--- src/rtl/mpr_pkg.sv ---
package mpr_pkg;

  localparam int PAT_W = 8;

  typedef enum logic [1:0] {
    BLM_FIXED8 = 2'b00,
    BLM_OTF    = 2'b01,
    BLM_FIXED4 = 2'b10,
    BLM_RSVD   = 2'b11
  } blmode_e;

  typedef struct packed {
    logic             vld;
    logic             chop;
    logic             upper;
    logic [PAT_W-1:0] pat;
  } slot_t;

endpackage

--- src/rtl/mpr_cmd_decode.sv ---
module mpr_cmd_decode
  import mpr_pkg::*;
(
  input  logic             clk,
  input  logic             rst_n,
  input  logic             cmd_valid,
  output logic             cmd_ready,
  input  logic [2:0]       col_lo,
  input  logic             bc_n,
  input  logic [1:0]       bl_mode,
  input  logic             dll_locked,
  input  logic [PAT_W-1:0] pattern,
  output slot_t            push_slot,
  output logic             proto_err
);

  localparam logic [2:0] GAP4 = 3'd3;
  localparam logic [2:0] GAP8 = 3'd7;

  blmode_e    mode;
  logic       chop;
  logic       bad;
  logic       take;
  logic [2:0] gap_q;
  logic       err_q;

  assign mode = blmode_e'(bl_mode);

  always_comb begin
    case (mode)
      BLM_FIXED4: chop = 1'b1;
      BLM_OTF:    chop = ~bc_n;
      default:    chop = 1'b0;
    endcase
  end

  assign bad  = ~dll_locked | (col_lo[1:0] != 2'b00) | (~chop & col_lo[2]);
  assign take = cmd_valid & cmd_ready;

  assign push_slot.vld   = take & ~bad;
  assign push_slot.chop  = chop;
  assign push_slot.upper = col_lo[2];
  assign push_slot.pat   = pattern;

  always_ff @(posedge clk) begin
    if (!rst_n) begin
      gap_q <= '0;
      err_q <= 1'b0;
    end else begin
      if (take && !bad)      gap_q <= chop ? GAP4 : GAP8;
      else if (gap_q != '0)  gap_q <= gap_q - 3'd1;
      if (take && bad)       err_q <= 1'b1;
    end
  end

  assign cmd_ready = (gap_q == '0);
  assign proto_err = err_q;

  assert_err_sticky_R8: assert property (@(posedge clk) disable iff (!rst_n)
    proto_err |=> proto_err);

  assert_gap_after_accept_R10: assert property (@(posedge clk) disable iff (!rst_n)
    (cmd_valid && cmd_ready && !bad) |=> !cmd_ready);

endmodule

--- src/rtl/mpr_lat_pipe.sv ---
module mpr_lat_pipe
  import mpr_pkg::*;
#(
  parameter int LAT_MAX = 16,
  parameter int LAT_MIN = 5
) (
  input  logic                         clk,
  input  logic                         rst_n,
  input  slot_t                        in_slot,
  input  logic [$clog2(LAT_MAX+1)-1:0] rd_lat,
  output slot_t                        head,
  output slot_t                        tap
);

  localparam int LAT_W = $clog2(LAT_MAX + 1);
  localparam int IDX_W = $clog2(LAT_MAX);

  slot_t            stage [LAT_MAX];
  logic [LAT_W-1:0] lat_c;
  logic [LAT_W-1:0] lat_m1;

  always_comb begin
    if (rd_lat < LAT_W'(LAT_MIN))      lat_c = LAT_W'(LAT_MIN);
    else if (rd_lat > LAT_W'(LAT_MAX)) lat_c = LAT_W'(LAT_MAX);
    else                               lat_c = rd_lat;
  end

  assign lat_m1 = lat_c - LAT_W'(1);

  always_ff @(posedge clk) begin
    if (!rst_n) stage[0] <= '0;
    else        stage[0] <= in_slot;
  end

  for (genvar s = 1; s < LAT_MAX; s++) begin : g_stage
    always_ff @(posedge clk) begin
      if (!rst_n) stage[s] <= '0;
      else        stage[s] <= stage[s-1];
    end
  end

  assign head = stage[0];
  assign tap  = stage[lat_m1[IDX_W-1:0]];

endmodule

--- src/rtl/mpr_beat_engine.sv ---
module mpr_beat_engine
  import mpr_pkg::*;
#(
  parameter int DQ_W = 16
) (
  input  logic            clk,
  input  logic            rst_n,
  input  slot_t           tap,
  output logic [DQ_W-1:0] dq,
  output logic            dq_valid
);

  localparam int HALF  = PAT_W / 2;
  localparam int CNT_W = $clog2(PAT_W + 1);

  logic [PAT_W-1:0] sr_q;
  logic [CNT_W-1:0] left_q;
  logic             beat;

  always_ff @(posedge clk) begin
    if (!rst_n) begin
      sr_q   <= '0;
      left_q <= '0;
    end else if (tap.vld) begin
      sr_q   <= tap.upper ? {{HALF{1'b0}}, tap.pat[PAT_W-1:HALF]} : tap.pat;
      left_q <= tap.chop ? CNT_W'(HALF) : CNT_W'(PAT_W);
    end else if (left_q != '0) begin
      sr_q   <= sr_q >> 1;
      left_q <= left_q - CNT_W'(1);
    end
  end

  assign dq_valid = (left_q != '0);
  assign beat     = sr_q[0] & dq_valid;

  for (genvar g = 0; g < DQ_W; g++) begin : g_lane
    assign dq[g] = beat;
  end

  assert_no_overlap_R10: assert property (@(posedge clk) disable iff (!rst_n)
    tap.vld |-> (left_q <= CNT_W'(1)));

  assert_load_starts_R5: assert property (@(posedge clk) disable iff (!rst_n)
    tap.vld |=> dq_valid);

endmodule

--- src/rtl/mpr_burst_gen.sv ---
module mpr_burst_gen
  import mpr_pkg::*;
#(
  parameter int DQ_W    = 16,
  parameter int LAT_MAX = 16,
  parameter int LAT_MIN = 5
) (
  input  logic                         clk,
  input  logic                         rst_n,
  input  logic                         cmd_valid,
  output logic                         cmd_ready,
  input  logic [2:0]                   col_lo,
  input  logic                         bc_n,
  input  logic [1:0]                   bl_mode,
  input  logic [$clog2(LAT_MAX+1)-1:0] rd_lat,
  input  logic                         dll_locked,
  input  logic [7:0]                   pattern,
  output logic [DQ_W-1:0]              dq,
  output logic                         dq_valid,
  output logic                         proto_err
);

  slot_t push_slot;
  slot_t head;
  slot_t tap;

  mpr_cmd_decode u_dec (
    .clk        (clk),
    .rst_n      (rst_n),
    .cmd_valid  (cmd_valid),
    .cmd_ready  (cmd_ready),
    .col_lo     (col_lo),
    .bc_n       (bc_n),
    .bl_mode    (bl_mode),
    .dll_locked (dll_locked),
    .pattern    (pattern),
    .push_slot  (push_slot),
    .proto_err  (proto_err)
  );

  mpr_lat_pipe #(.LAT_MAX(LAT_MAX), .LAT_MIN(LAT_MIN)) u_pipe (
    .clk     (clk),
    .rst_n   (rst_n),
    .in_slot (push_slot),
    .rd_lat  (rd_lat),
    .head    (head),
    .tap     (tap)
  );

  mpr_beat_engine #(.DQ_W(DQ_W)) u_eng (
    .clk      (clk),
    .rst_n    (rst_n),
    .tap      (tap),
    .dq       (dq),
    .dq_valid (dq_valid)
  );

  assert_unlocked_no_push_R6: assert property (@(posedge clk) disable iff (!rst_n)
    (cmd_valid && cmd_ready && !dll_locked) |=> !head.vld);

  assert_bad_addr_no_push_R7: assert property (@(posedge clk) disable iff (!rst_n)
    (cmd_valid && cmd_ready && (col_lo[1:0] != 2'b00)) |=> !head.vld);

endmodule

--- config.mk ---
export PLATFORM = sky130hd
export DESIGN_NAME = mpr_burst_gen
export DESIGN_NICKNAME = d
export VERILOG_FILES = /design/src/rtl/mpr_pkg.sv /design/src/rtl/mpr_cmd_decode.sv /design/src/rtl/mpr_lat_pipe.sv /design/src/rtl/mpr_beat_engine.sv /design/src/rtl/mpr_burst_gen.sv
export SDC_FILE = /design/constraint.sdc
export NUM_CORES = 1
export LEC_CHECK = 0
export BUFFER_PORTS_ARGS = -buffer_cell sky130_fd_sc_hd__buf_2
export CORE_AREA = 2 2 112 114
export DETAILED_ROUTE_END_ITERATION = 16
export DIE_AREA = 0 0 114 116
export PLACE_DENSITY_LB_ADDON = 0.08
export RECOVER_POWER = 100
export SLEW_MARGIN = 10
export SYNTH_ARGS = -nofsm -noshare
export SYNTH_HDL_FRONTEND = slang
export SYNTH_HIERARCHICAL = 1
export SYNTH_SLANG_ARGS = --single-unit
export TNS_END_PERCENT = 100
--- constraint.sdc ---
create_clock -name clk -period 7.87 [get_ports clk]
set_input_delay 0.3935 -clock clk [delete_from_list [all_inputs] [get_ports clk]]
set_output_delay 0.3935 -clock clk [all_outputs]
set_load 0.02 [all_outputs]
==> summary.md, run 1 <==
| Metric | Value |
|---|---|
| Status | `finished with violations` |
| Failing checks | `max-capacitance violations, max-slew violations` |
| Sink Count | `192` |
| Net Count, Synth | `769` |
| Sequential cell area | `approximately 3800 µm²` |
| Cell with the most instances after synthesis | `dfxtp_1` |
| R2R depth | `8` |
| Worst Tran Pin Value | `4163 ps` |
| Rows | `40` |
| Ant diodes | `0` |
| Final setup fails | `0` |
| Logic gate share of total power | `16.4%` |
| Final critical-path required period | `approximately 6000 ps` |
| Clock Path Buffers | `2` |
| Syn Inst Count | `between 700 and 800` |
| Synth area leader | `dfxtp_1` |
| Slew Limit Fails | `194` |
| Post-synthesis sequential area ratio | `50.14%` |
| Pwr Total | `0.002328 W` |
| Post-layout instance area | `8262 µm²` |
| Power Density | `281.8 nW/µm²` |
| Critical Path Fanout Max | `45` |
| Capturing point of the worst reg2reg path | `u_eng/sr_q[0]` |
| Crit share post-route | `76.03%` |
| Synth warn | `6` |
| Most used DFF post-synth | `dfxtp_1` |
| #FFs+latches synth | `192` |
| Top cells by count, synth | `dfxtp_1 (192), and2_1 (177), clkbuf_1 (41)` |
| Post-route insts no fill | `887` |
| Routed vias/inst | `5.669` |
| Synth Area in Compound Gates | `11.88%` |
| Clock Skews | `between 7 and 8 ps` |
| CTS tree | `yes` |
| # port buffers | `41` |
| Cts repair resizes | `0` |
| H-tree levels | `4` |
| Area after DPL | `7677 µm²` |
| Hold wc startpoint | `pattern[2]` |
| Maxcap violations | `2` |
| # IOs | `42` |
| Simple-gate share of the synthesized area | `20.76%` |
| CP Capture Type | `flip-flop` |
| Mapped Avg Cell Area | `just over 10 µm²` |
| Worst skew pair latency | `about 430 ps` |
| EDFF count, synth | `0` |
| Synth area leaders | `dfxtp_1 (50%), and2_1 (14%), mux4_2 (5.9%)` |
| Netlist cell types | `52` |
| Pleak | `3.210 nW` |
| Pint | `0.001697 W` |
| RSZ-0062 raised after global routing | `no` |
| Vias in the first global route | `about 4800` |
| First-pass GRT wire length | `24.18 mm` |
| Startpoint Class | `primary input` |
| Final Hold Vio Count | `0` |
| Synth top area share | `between 50 and 60%` |
| Total GRT Usage | `23.58%` |
| Max Freq | `167.1 MHz` |
| Die Span X | `114 µm` |
| DRT Wirelength | `14.68 mm` |
| Routed Antenna Nets | `0` |
| WS Path Type | `in -> reg` |
| NetSw | `0.0006312 W` |
| XOR/XNOR Fraction of Synth Area | `0.3427%` |
| Hold crit path type | `in -> reg` |
| Layout area overhead | `7.769%` |
| Final routed DRC violation total | `0` |
| DRT Pass-1 Iters | `5` |
| Net Sw Frac | `between 20% and 30%` |
| Multi-input gate area | `3236 µm²` |
| Relative slew margins | `-177.5%` |
| Largest family of logic cells by synthesized area | `simple AND/OR/NAND/NOR gates` |
| Inst Count DP | `855` |
| Number of DRC markers in iteration 0 | `413` |
| Reg clk slew, reported paths | `70 ps` |
| Sequential power share | `around 44%` |
| Cell Area, Synth | `approximately 7700 µm²` |
| Setup bufs post-CTS | `0` |
| Core Box Area | `roughly 12000 µm²` |
| Vias | `5028` |
| Clk root buf | `clkbuf_16` |
| # fillers | `929` |
| Initial antenna violation count | `0` |
| Cts-stage hold buffer count | `0` |
| Setup TNS | `0 ps` |
| Data arrival, critical path | `6280 ps` |
| Die extent in y | `116 µm` |
| Starting Density | `about 64%` |
| Pin count of the biggest net entering global routing | `134` |
| Async SR Flop Fraction | `0%` |
| Clock power share | `39.3%` |
| GR Overflow Total | `0` |
| GP Congestion | `0.8055` |
| VDD IR-drop max | `0.1903 mV` |
| Worst path required time | `8170 ps` |
| DIE AREA | `13220 µm²` |
| Flop-to-flop setup slack | `5210 ps` |
| Post-synthesis mux area share | `under 10%` |
| Critical Path Start | `rd_lat[2]` |
| Avg WL per Cell | `16.55 µm` |
| Ratio of cells with drive above 1 in the final layout | `between 10% and 20%` |
| Reg-to-reg startpoint | `u_pipe/stage[4][8]` |
| Post-DP HPWL | `9.277 mm` |
| CTS Buf Count | `17` |
| Adder-cell share of the synthesized area | `1.142%` |
| Critical Path End | `u_eng/sr_q[0]` |
| Fin nets | `about 760` |
cell families (layout without fill, tap and decap cells):
family,Yosys count,count (layout)
compound gates,122,122
flops,192,192
buf+inv,115,116
mux,38,38
fa+ha+maj,7,7
xor+xnor,3,3
simple gates,262,262
how the worst min path moves through the flow:
stage,slack [ps],end,cells after the start
2_1_floorplan,420,u_pipe/stage[1][0],1
3_3_place_gp,430,u_pipe/stage[5][10],1
3_5_place_dp,440,u_pipe/stage[1][3],1
4_1_cts,150,u_pipe/stage[0][2],2
5_1_grt,150,u_pipe/stage[0][3],2
6_report,160,u_pipe/stage[0][2],2
power groups by stage:
stage               combinational (W)  sequential, W  clock (W)
floorplan                    0.000341        0.00105          0
global placement             0.000375        0.00105          0
detailed placement           0.000389        0.00105          0
CTS                          0.000390        0.00103   0.000929
global route                 0.000423        0.00103   0.000974
finish                       0.000382        0.00103   0.000916
final cells by class:
cell class / count / share of cell area, %
Timing Repair Buffer: 48 / 2.711
Sequential cell: 192 / 46.52
Multi-Input combinational cell: 432 / 39.16
Inverter: 36 / 1.666
Clock inverter: 11 / 2.135
Tap cell: 147 / 2.226
Clock buffer: 21 / 5.573
state kept, by name, indices dropped and copies added, names as in the netlist:
signal / cells
u_pipe/stage: 176
u_eng/sr_q: 8
u_eng/left_q: 4
u_dec/gap_q: 3
u_dec/proto_err: 1
through the flow:
stage | hold slack [ps] | setup slack [ps] | util [%]
after floorplan | 421.7 | 4183 | -
after global placement | 428.2 | 2753 | 64.45
after detailed placement | 435.0 | 2700 | 64.45
after CTS | 152.6 | 3187 | 69.80
after global routing | 151.9 | 1392 | 69.36
final | 164.7 | 1886 | 69.36
worst max-delay path: stages:
cell and delay (ps):
buf_2 130, a21o_1 350, a21oi_1 1030, inv_4 530, ha_1 460, inv_1 610, clkbuf_1 850, a31oi_1 180
a21o_1 240, a221oi_1 900, mux2_1 410, o21ai_1 120, a31oi_1 60
metal layers:
layer / vias to the layer above / GRT usage (%) / routed length, µm
li1: 2486 / - / -
met1: 2389 / 33.13 / 7048
met2: 132 / 36.23 / 6651
met3: 21 / 6.172 / 754
met4: 0 / 6.911 / 227
met5: - / 0 / 0
cell usage in the layout (no fill, tap or decap), types with 3 or more instances in the layout:
cell and count:
inv_1 35, nor3b_1 3, nand2_1 25, buf_4 4
bufinv_16 4, a31oi_1 25, a21o_1 11, inv_6 3
nor2_1 12, and2_0 87, clkbuf_1 23, mux2i_1 14
o21ai_0 14, buf_2 23, clkbuf_16 17, nand3b_1 3
a311oi_1 11, ha_1 7, mux4_2 20, dfxtp_1 192
xnor2_1 3, nor3_1 8, o211ai_1 11, and4_1 11
mux2_1 3, nand2b_1 13, a221oi_1 20, a21oi_1 3
and2_1 90, o22ai_1 10
(Power assumes the default switching activity.)
==> run 2, diff against run 1 <==
Settings changed: CORE_AREA 2 2 112 114 to 2 2 123 125, DIE_AREA 0 0 114 116 to 0 0 125 127.
Clock period 7.87 ns to 4.8 ns, I/O delays scaled along.
==> run 2 against run 1 <==
  * The run still ends with max-capacitance violations, max-slew violations left
  * First-iteration DRC count increased by 3.1%
  * Hold slack got worse by 67 ps
  * Global-route usage decreased by 3.4 points
  * Critical path type unchanged
  * Highest routed layer unchanged
==> summary.md, run 2 (synthesis results as in run 1) <==
| Metric | Value |
|---|---|
| Status | `finished with violations` |
| Failing checks | `max-capacitance violations, max-slew violations` |
| Reg clk slew, reported paths | `70 ps (about the same)` |
| Critical Path Fanout Max | `11 (-76%)` |
| NetSw | `0.001123 W (+78%)` |
| Slew Limit Fails | `58 (-70%)` |
| Most common cell after layout, fill and taps aside | `dfxtp_1` |
| Fin nets | `771 (+1.8%)` |
| Clock Skews | `9.578 ps (+2.222 ps)` |
| GP Congestion | `0.8167 (+1.4%)` |
| Clock Path Buffers | `2 (unchanged)` |
| GR Overflow Total | `0 (unchanged)` |
| H-tree levels | `4 (unchanged)` |
| Pint | `0.002583 W (+52%)` |
| Setup TNS | `0 ps (unchanged)` |
| Core Box Area | `14420 µm² (+21%)` |
| Power Density | `441.4 nW/µm² (+57%)` |
| # IOs | `42 (unchanged)` |
| Final critical-path required period | `3920 ps` |
| DRT Wirelength | `15.17 mm (+3.3%)` |
| Min Hold Slack | `98.16 ps (-66.55 ps)` |
| CP Capture Type | `flip-flop` |
| Most frequent cells in the layout | `dfxtp_1 (192), and2_1 (133), and2_0 (44)` |
| DRT Pass-1 Iters | `5 (unchanged)` |
| Net Sw Frac | `30.31% (+3.2 points)` |
| Layout area overhead | `9.499%` |
| Final WS setup | `879.6 ps (-1006 ps)` |
| Vias | `5064 (+0.72%)` |
| Place WS | `1089 ps (-1611 ps)` |
| Die Span X | `125 µm (+9.6%)` |
| Cts repair resizes | `0 (unchanged)` |
| Largest Register | `u_pipe/stage` |
| Maxcap violations | `1 (-1)` |
| Max reg flops | `176 (unchanged)` |
| CTS tree | `yes` |
| Ratio of cells with drive above 1 in the final layout | `12.33% (+0.71 points)` |
| Avg WL per Cell | `16.17 µm (-2.3%)` |
| Relative slew margins | `-20.14% (+160 points)` |
| Rows | `44 (+10%)` |
| RSZ-0062 raised after global routing | `no` |
| Clk root buf | `clkbuf_16` |
| Startpoint Class | `primary input` |
| Routed vias/inst | `5.399 (-4.8%)` |
| Clock power share | `37.4% (-1.9 points)` |
| CTS Buf Count | `17 (unchanged)` |
| Post-DP HPWL | `9.319 mm (+0.45%)` |
| Pwr Total | `0.003706 W (+59%)` |
| Number of DRC markers in iteration 0 | `426 (+3.1%)` |
| Final Util | `58.20% (-11 points)` |
| First-pass GRT wire length | `25.36 mm (+4.9%)` |
| Logic gate share of total power | `17.0% (+0.6 points)` |
| Max Freq | `255.1 MHz` |
| # port buffers | `41 (unchanged)` |
| Pleak | `3.297 nW (+2.7%)` |
| Final setup fails | `0 (unchanged)` |
| Die extent in y | `127 µm (+9.5%)` |
| Setup bufs post-CTS | `0 (unchanged)` |
| Worst path required time | `5120 ps (-3050 ps)` |
| Worst Tran Pin Value | `1802 ps (-2361 ps)` |
| VDD IR-drop max | `0.2662 mV (+40%)` |
| Ant diodes | `0 (unchanged)` |
| Sequential power share | `45.5% (+1.2 points)` |
| Worst skew pair latency | `440 ps (about the same)` |
| DIE AREA | `15880 µm² (+20%)` |
| Vias in the first global route | `4975 (+3.0%)` |
| Routed Antenna Nets | `0 (unchanged)` |
| WS Path Type | `in -> reg` |
| Sink Count | `192 (unchanged)` |
| Final routed DRC violation total | `0 (unchanged)` |
| Crit share post-route | `81.67%` |
| Total GRT Usage | `20.21% (-3.4 points)` |
| Hold crit path type | `in -> reg` |
| Data arrival, critical path | `4240 ps (-2040 ps)` |
| Final Hold Vio Count | `0 (unchanged)` |
| Starting Density | `53.15% (-11 points)` |
| Top flop regs | `u_pipe/stage: 176 flops, u_eng/sr_q: 8 flops, u_eng/left_q: 4 flops` |
| Initial antenna violation count | `0 (unchanged)` |
| Pin count of the biggest net entering global routing | `136 (+1.5%)` |
-- run 2: area by class of cell --
| type | count | area, µm² |
|---|---|---|
| multi-input combinational | 432 | 3231 |
| sequential | 192 | 3844 |
| fill | 1246 | 6030 |
| tap | 184 | 230.2 |
| inverter | 36 | 137.6 |
| timing repair buffer | 62 | 364.1 |
| clock buffer | 17 | 425.4 |
| clock inverter | 15 | 162.7 |
-- run 2: worst max-delay path, cell delays in order --
cell	delay (ps)
clkbuf_1	250
a21o_1	450
a21oi_1	220
inv_4	90
ha_1	270
inv_1	130
mux2i_1	130
a22oi_1	710
clkbuf_1	380
o22ai_1	150
a221oi_1	210
clkbuf_1	380
inv_1	270
o21ai_0	280
a31oi_1	70
-- run 2: metal layers --
layer | GRT usage [%] | wire, µm | up-vias | share of wire, %
met5 | 0 | 0 | - | 0
met4 | 7.386 | 247 | 0 | 1.6
met3 | 5.025 | 633 | 23 | 4.2
met2 | 30.24 | 6636 | 109 | 44
met1 | 28.59 | 7649 | 2416 | 50
li1 | - | - | 2516 | -
-- run 2: power by group through the flow --
stage          Clock, W  Sequential (W)  Combinational [W]
2_1_floorplan         0         0.00172           0.000559
3_3_place_gp          0         0.00172           0.000637
3_5_place_dp          0         0.00173           0.000647
4_1_cts         0.00142         0.00169           0.000656
5_1_grt         0.00149         0.00170           0.000699
6_report        0.00139         0.00169           0.000631
-- run 2: metrics by stage --
stage               instances  area (µm²)
floorplan                 739        7666
global placement          898        7781
detailed placement        898        7781
CTS                       938        8449
global route              938        8394
finish                    938        8394
-- run 2: path summary, 6_finish.rpt --
| kind | startpoint | endpoint | slack (ps) | cells past startpoint |
|---|---|---|---|---|
| min | col_lo[2] | u_pipe/stage[0][8] | 100 | 2 |
| max reg2reg | u_eng/left_q[0] | u_eng/sr_q[3] | 2230 | 5 |
| max | rd_lat[3] | u_eng/sr_q[6] | 880 | 15 |
| min reg2reg | u_pipe/stage[0][3] | u_pipe/stage[1][3] | 450 | 1 |
-- run 2: repair_timing --
| action | CTS | global route |
|---|---|---|
| setup endpoints to repair | 0 | 0 |
| hold endpoints to repair | 8 | 0 |
| hold buffers | 8 | 0 |
==> run 3, diff against run 2 <==
Settings changed: CORE_AREA 2 2 123 125 to 2 2 117 119, DIE_AREA 0 0 125 127 to 0 0 119 121.
Clock period 4.8 ns to 3.95 ns, I/O delays scaled along.
==> run 3 against run 2 <==
  * The run still ends with max-capacitance violations, max-slew violations left
  * Die area decreased by 9.3%
  * Clock skew decreased by 1.9 ps
  * Routed wire length fell by 0.19%
  * Setup slack got worse by 220 ps
  * Register-to-register slack got worse by 420 ps
  * Sequential share of layout area shrank 0.089 points
  * Final cell count fell by 0.85%
  * Combinational power increased by 23%
==> summary.md, run 3 (synthesis results as in run 1) <==
| Metric | Value |
|---|---|
| Ratio of cells with drive above 1 in the final layout | `12.86% (+0.53 points)` |
| Max reg flops | `176 (unchanged)` |
| Ant diodes | `0 (unchanged)` |
| Largest Register | `u_pipe/stage` |
| Logic gate share of total power | `17.1% (about the same)` |
| # fillers | `1051 (-16%)` |
| Top flop regs | `u_pipe/stage: 176 flops, u_eng/sr_q: 8 flops, u_eng/left_q: 4 flops` |
| Clock Path Buffers | `2 (unchanged)` |
| Worst path required time | `4260 ps (-860 ps)` |
| Pin count of the biggest net entering global routing | `137 (+0.74%)` |
| Starting Density | `58.59% (+5.4 points)` |
| DRT Wirelength | `15.14 mm (-0.19%)` |
| Pleak | `3.311 nW (+0.40%)` |
| Rows | `42 (-4.5%)` |
| Fin nets | `771 (unchanged)` |
| GR Overflow Total | `0 (unchanged)` |
| Final Util | `64.28% (+6.1 points)` |
| CP Capture Type | `flip-flop` |
| Routed vias/inst | `5.542 (+2.7%)` |
| Power Density | `540.9 nW/µm² (+23%)` |
| Critical Path Fanout Max | `13 (+2)` |
| Clock power share | `37.7% (+0.3 points)` |
| Initial antenna violation count | `0 (unchanged)` |
| # IOs | `42 (unchanged)` |
| Max Freq | `304.2 MHz` |
| Sequential cell area | `3844 µm² (unchanged)` |
| Sink Count | `192 (unchanged)` |
| Status | `finished with violations` |
| Final critical-path required period | `3288 ps` |
| Slowest CP cell | `a31oi_1` |
| Worst Tran Pin Value | `1968 ps (+166.0 ps)` |
| Sequential power share | `45.2% (-0.3 points)` |
| DIE AREA | `14400 µm² (-9.3%)` |
| Core Box Area | `13090 µm² (-9.3%)` |
| Layout area overhead | `9.711%` |
| Post-layout instance area | `8411 µm² (+0.19%)` |
| Failing checks | `max-capacitance violations, max-slew violations` |
| Post-DP HPWL | `9.469 mm (+1.6%)` |
| Number of DRC markers in iteration 0 | `406 (-4.7%)` |
| Net Sw Frac | `29.65% (-0.65 points)` |
| Die extent in y | `121 µm (-4.7%)` |
| Multi-input gate area | `3241 µm² (+0.31%)` |
| Final setup fails | `0 (unchanged)` |
| Crit share post-route | `83.23%` |
| NetSw | `0.001349 W (+20%)` |
| Most common cell after layout, fill and taps aside | `dfxtp_1` |
| Routed Antenna Nets | `0 (unchanged)` |
| Area after DPL | `7771 µm² (-0.13%)` |
| Cts repair resizes | `0 (unchanged)` |
| Relative slew margins | `-31.20% (-11 points)` |
| DRT Pass-1 Iters | `5 (unchanged)` |
| Clk root buf | `clkbuf_16` |
| CP Cell Sequence | `buf_2 -> a21o_1 -> a21oi_4 -> inv_4 -> ha_1 -> nor3b_1 -> a31oi_1 -> buf_4 -> o211ai_1 -> a221oi_1 -> buf_4 -> mux2_1 -> o21ai_0 -> a31oi_1` |
| Final routed DRC violation total | `0 (unchanged)` |
| Vias in the first global route | `5006 (+0.62%)` |
| Reg clk slew, reported paths | `70 ps (about the same)` |
| Data arrival, critical path | `3600 ps (-640 ps)` |
| Final Hold Vio Count | `0 (unchanged)` |
| Avg WL per Cell | `16.28 µm (+0.67%)` |
| Slew Limit Fails | `194 (+230%)` |
| GP Congestion | `0.7798 (-4.5%)` |
| Worst skew pair latency | `440 ps (about the same)` |
| Startpoint Class | `primary input` |
| CTS tree | `yes` |
| Setup TNS | `0 ps (unchanged)` |
| Hold crit path type | `in -> reg` |
| Pint | `0.003200 W (+24%)` |
| WS Path Type | `in -> reg` |
| Total GRT Usage | `22.26% (+2.1 points)` |
| H-tree levels | `4 (unchanged)` |
| Vias | `5154 (+1.8%)` |
| Slowest stage delay, CP | `660 ps (-50 ps)` |
| Maxcap violations | `2 (+1)` |
| Most frequent cells in the layout | `dfxtp_1 (192), and2_1 (131), and2_0 (46)` |
| VDD IR-drop max | `0.3294 mV (+24%)` |
| CTS Buf Count | `17 (unchanged)` |
| Clock Skews | `7.712 ps (-1.866 ps)` |
| RSZ-0062 raised after global routing | `no` |
| # port buffers | `41 (unchanged)` |
| First-pass GRT wire length | `25.05 mm (-1.2%)` |
| Die Span X | `119 µm (-4.8%)` |
run 3: cell count changes in the layout (fill, tap and decap cells not counted), moves of 2 or more:
cell / change
inv_8: +2
clkbuf_1: -3
and2_0: +2
clkinv_8: -2
and2_1: -2
inv_6: -3
run 3: final cells by class:
| class | instances | area share, % |
|---|---|---|
| Sequential cell | 192 | 45.70 |
| Multi-Input combinational cell | 432 | 38.53 |
| Clock buffer | 17 | 5.058 |
| Timing Repair Buffer | 62 | 4.403 |
| Tap cell | 176 | 2.618 |
| Clock inverter | 15 | 2.053 |
| Inverter | 36 | 1.636 |
run 3: metal layers:
| layer | wire length (µm) | vias up | global-route usage [%] |
|---|---|---|---|
| met2 | 6813 | 128 | 33.94 |
| met1 | 7131 | 2475 | 29.88 |
| met4 | 401 | 0 | 10.19 |
| li1 | - | 2524 | - |
| met3 | 791 | 27 | 5.592 |
| met5 | 0 | - | 0 |
run 3: path summary, 6_finish.rpt:
kind,from,endpoint,slack [ps],cells past startpoint
worst max register to register,u_pipe/stage[0][10],u_eng/sr_q[0],1810,9
worst min-delay path,col_lo[2],u_pipe/stage[0][8],50,2
worst max-delay path,rd_lat[2],u_eng/sr_q[2],660,14
worst min register to register,u_pipe/stage[0][5],u_pipe/stage[1][5],450,1
run 3: metrics by stage:
step	setup slack, ps	std cells	hold slack (ps)	total power, W
finish	662.4	930	46.60	0.004550
global route	357.6	930	41.53	0.004751
CTS	963.4	930	26.07	0.004605
detailed placement	506.8	890	408.5	0.002889
global placement	583.3	890	404.3	0.002863
floorplan	459.2	739	315.0	0.002770
run 3: critical path: cells and delay by family:
kind | cells | cell delay [ps]
AOI/OAI and AO/OA | 7 | 1930
muxes | 1 | 340
buffers and inverters | 4 | 710
and+or+nand+nor | 1 | 160
adders and majority gates | 1 | 260
run 3: what timing repair did:
item	4_1_cts	5_1_grt
hold buffers	8	0
hold endpoints to repair	8	0
setup buffers	0	0
run 3: power groups by stage:
stage | combinational (W) | sequential, W | clock (W)
2_1_floorplan | 0.000679 | 0.00209 | 0
3_3_place_gp | 0.000768 | 0.00209 | 0
3_5_place_dp | 0.000791 | 0.00210 | 0
4_1_cts | 0.000802 | 0.00205 | 0.00175
5_1_grt | 0.000852 | 0.00206 | 0.00184
6_report | 0.000778 | 0.00205 | 0.00172
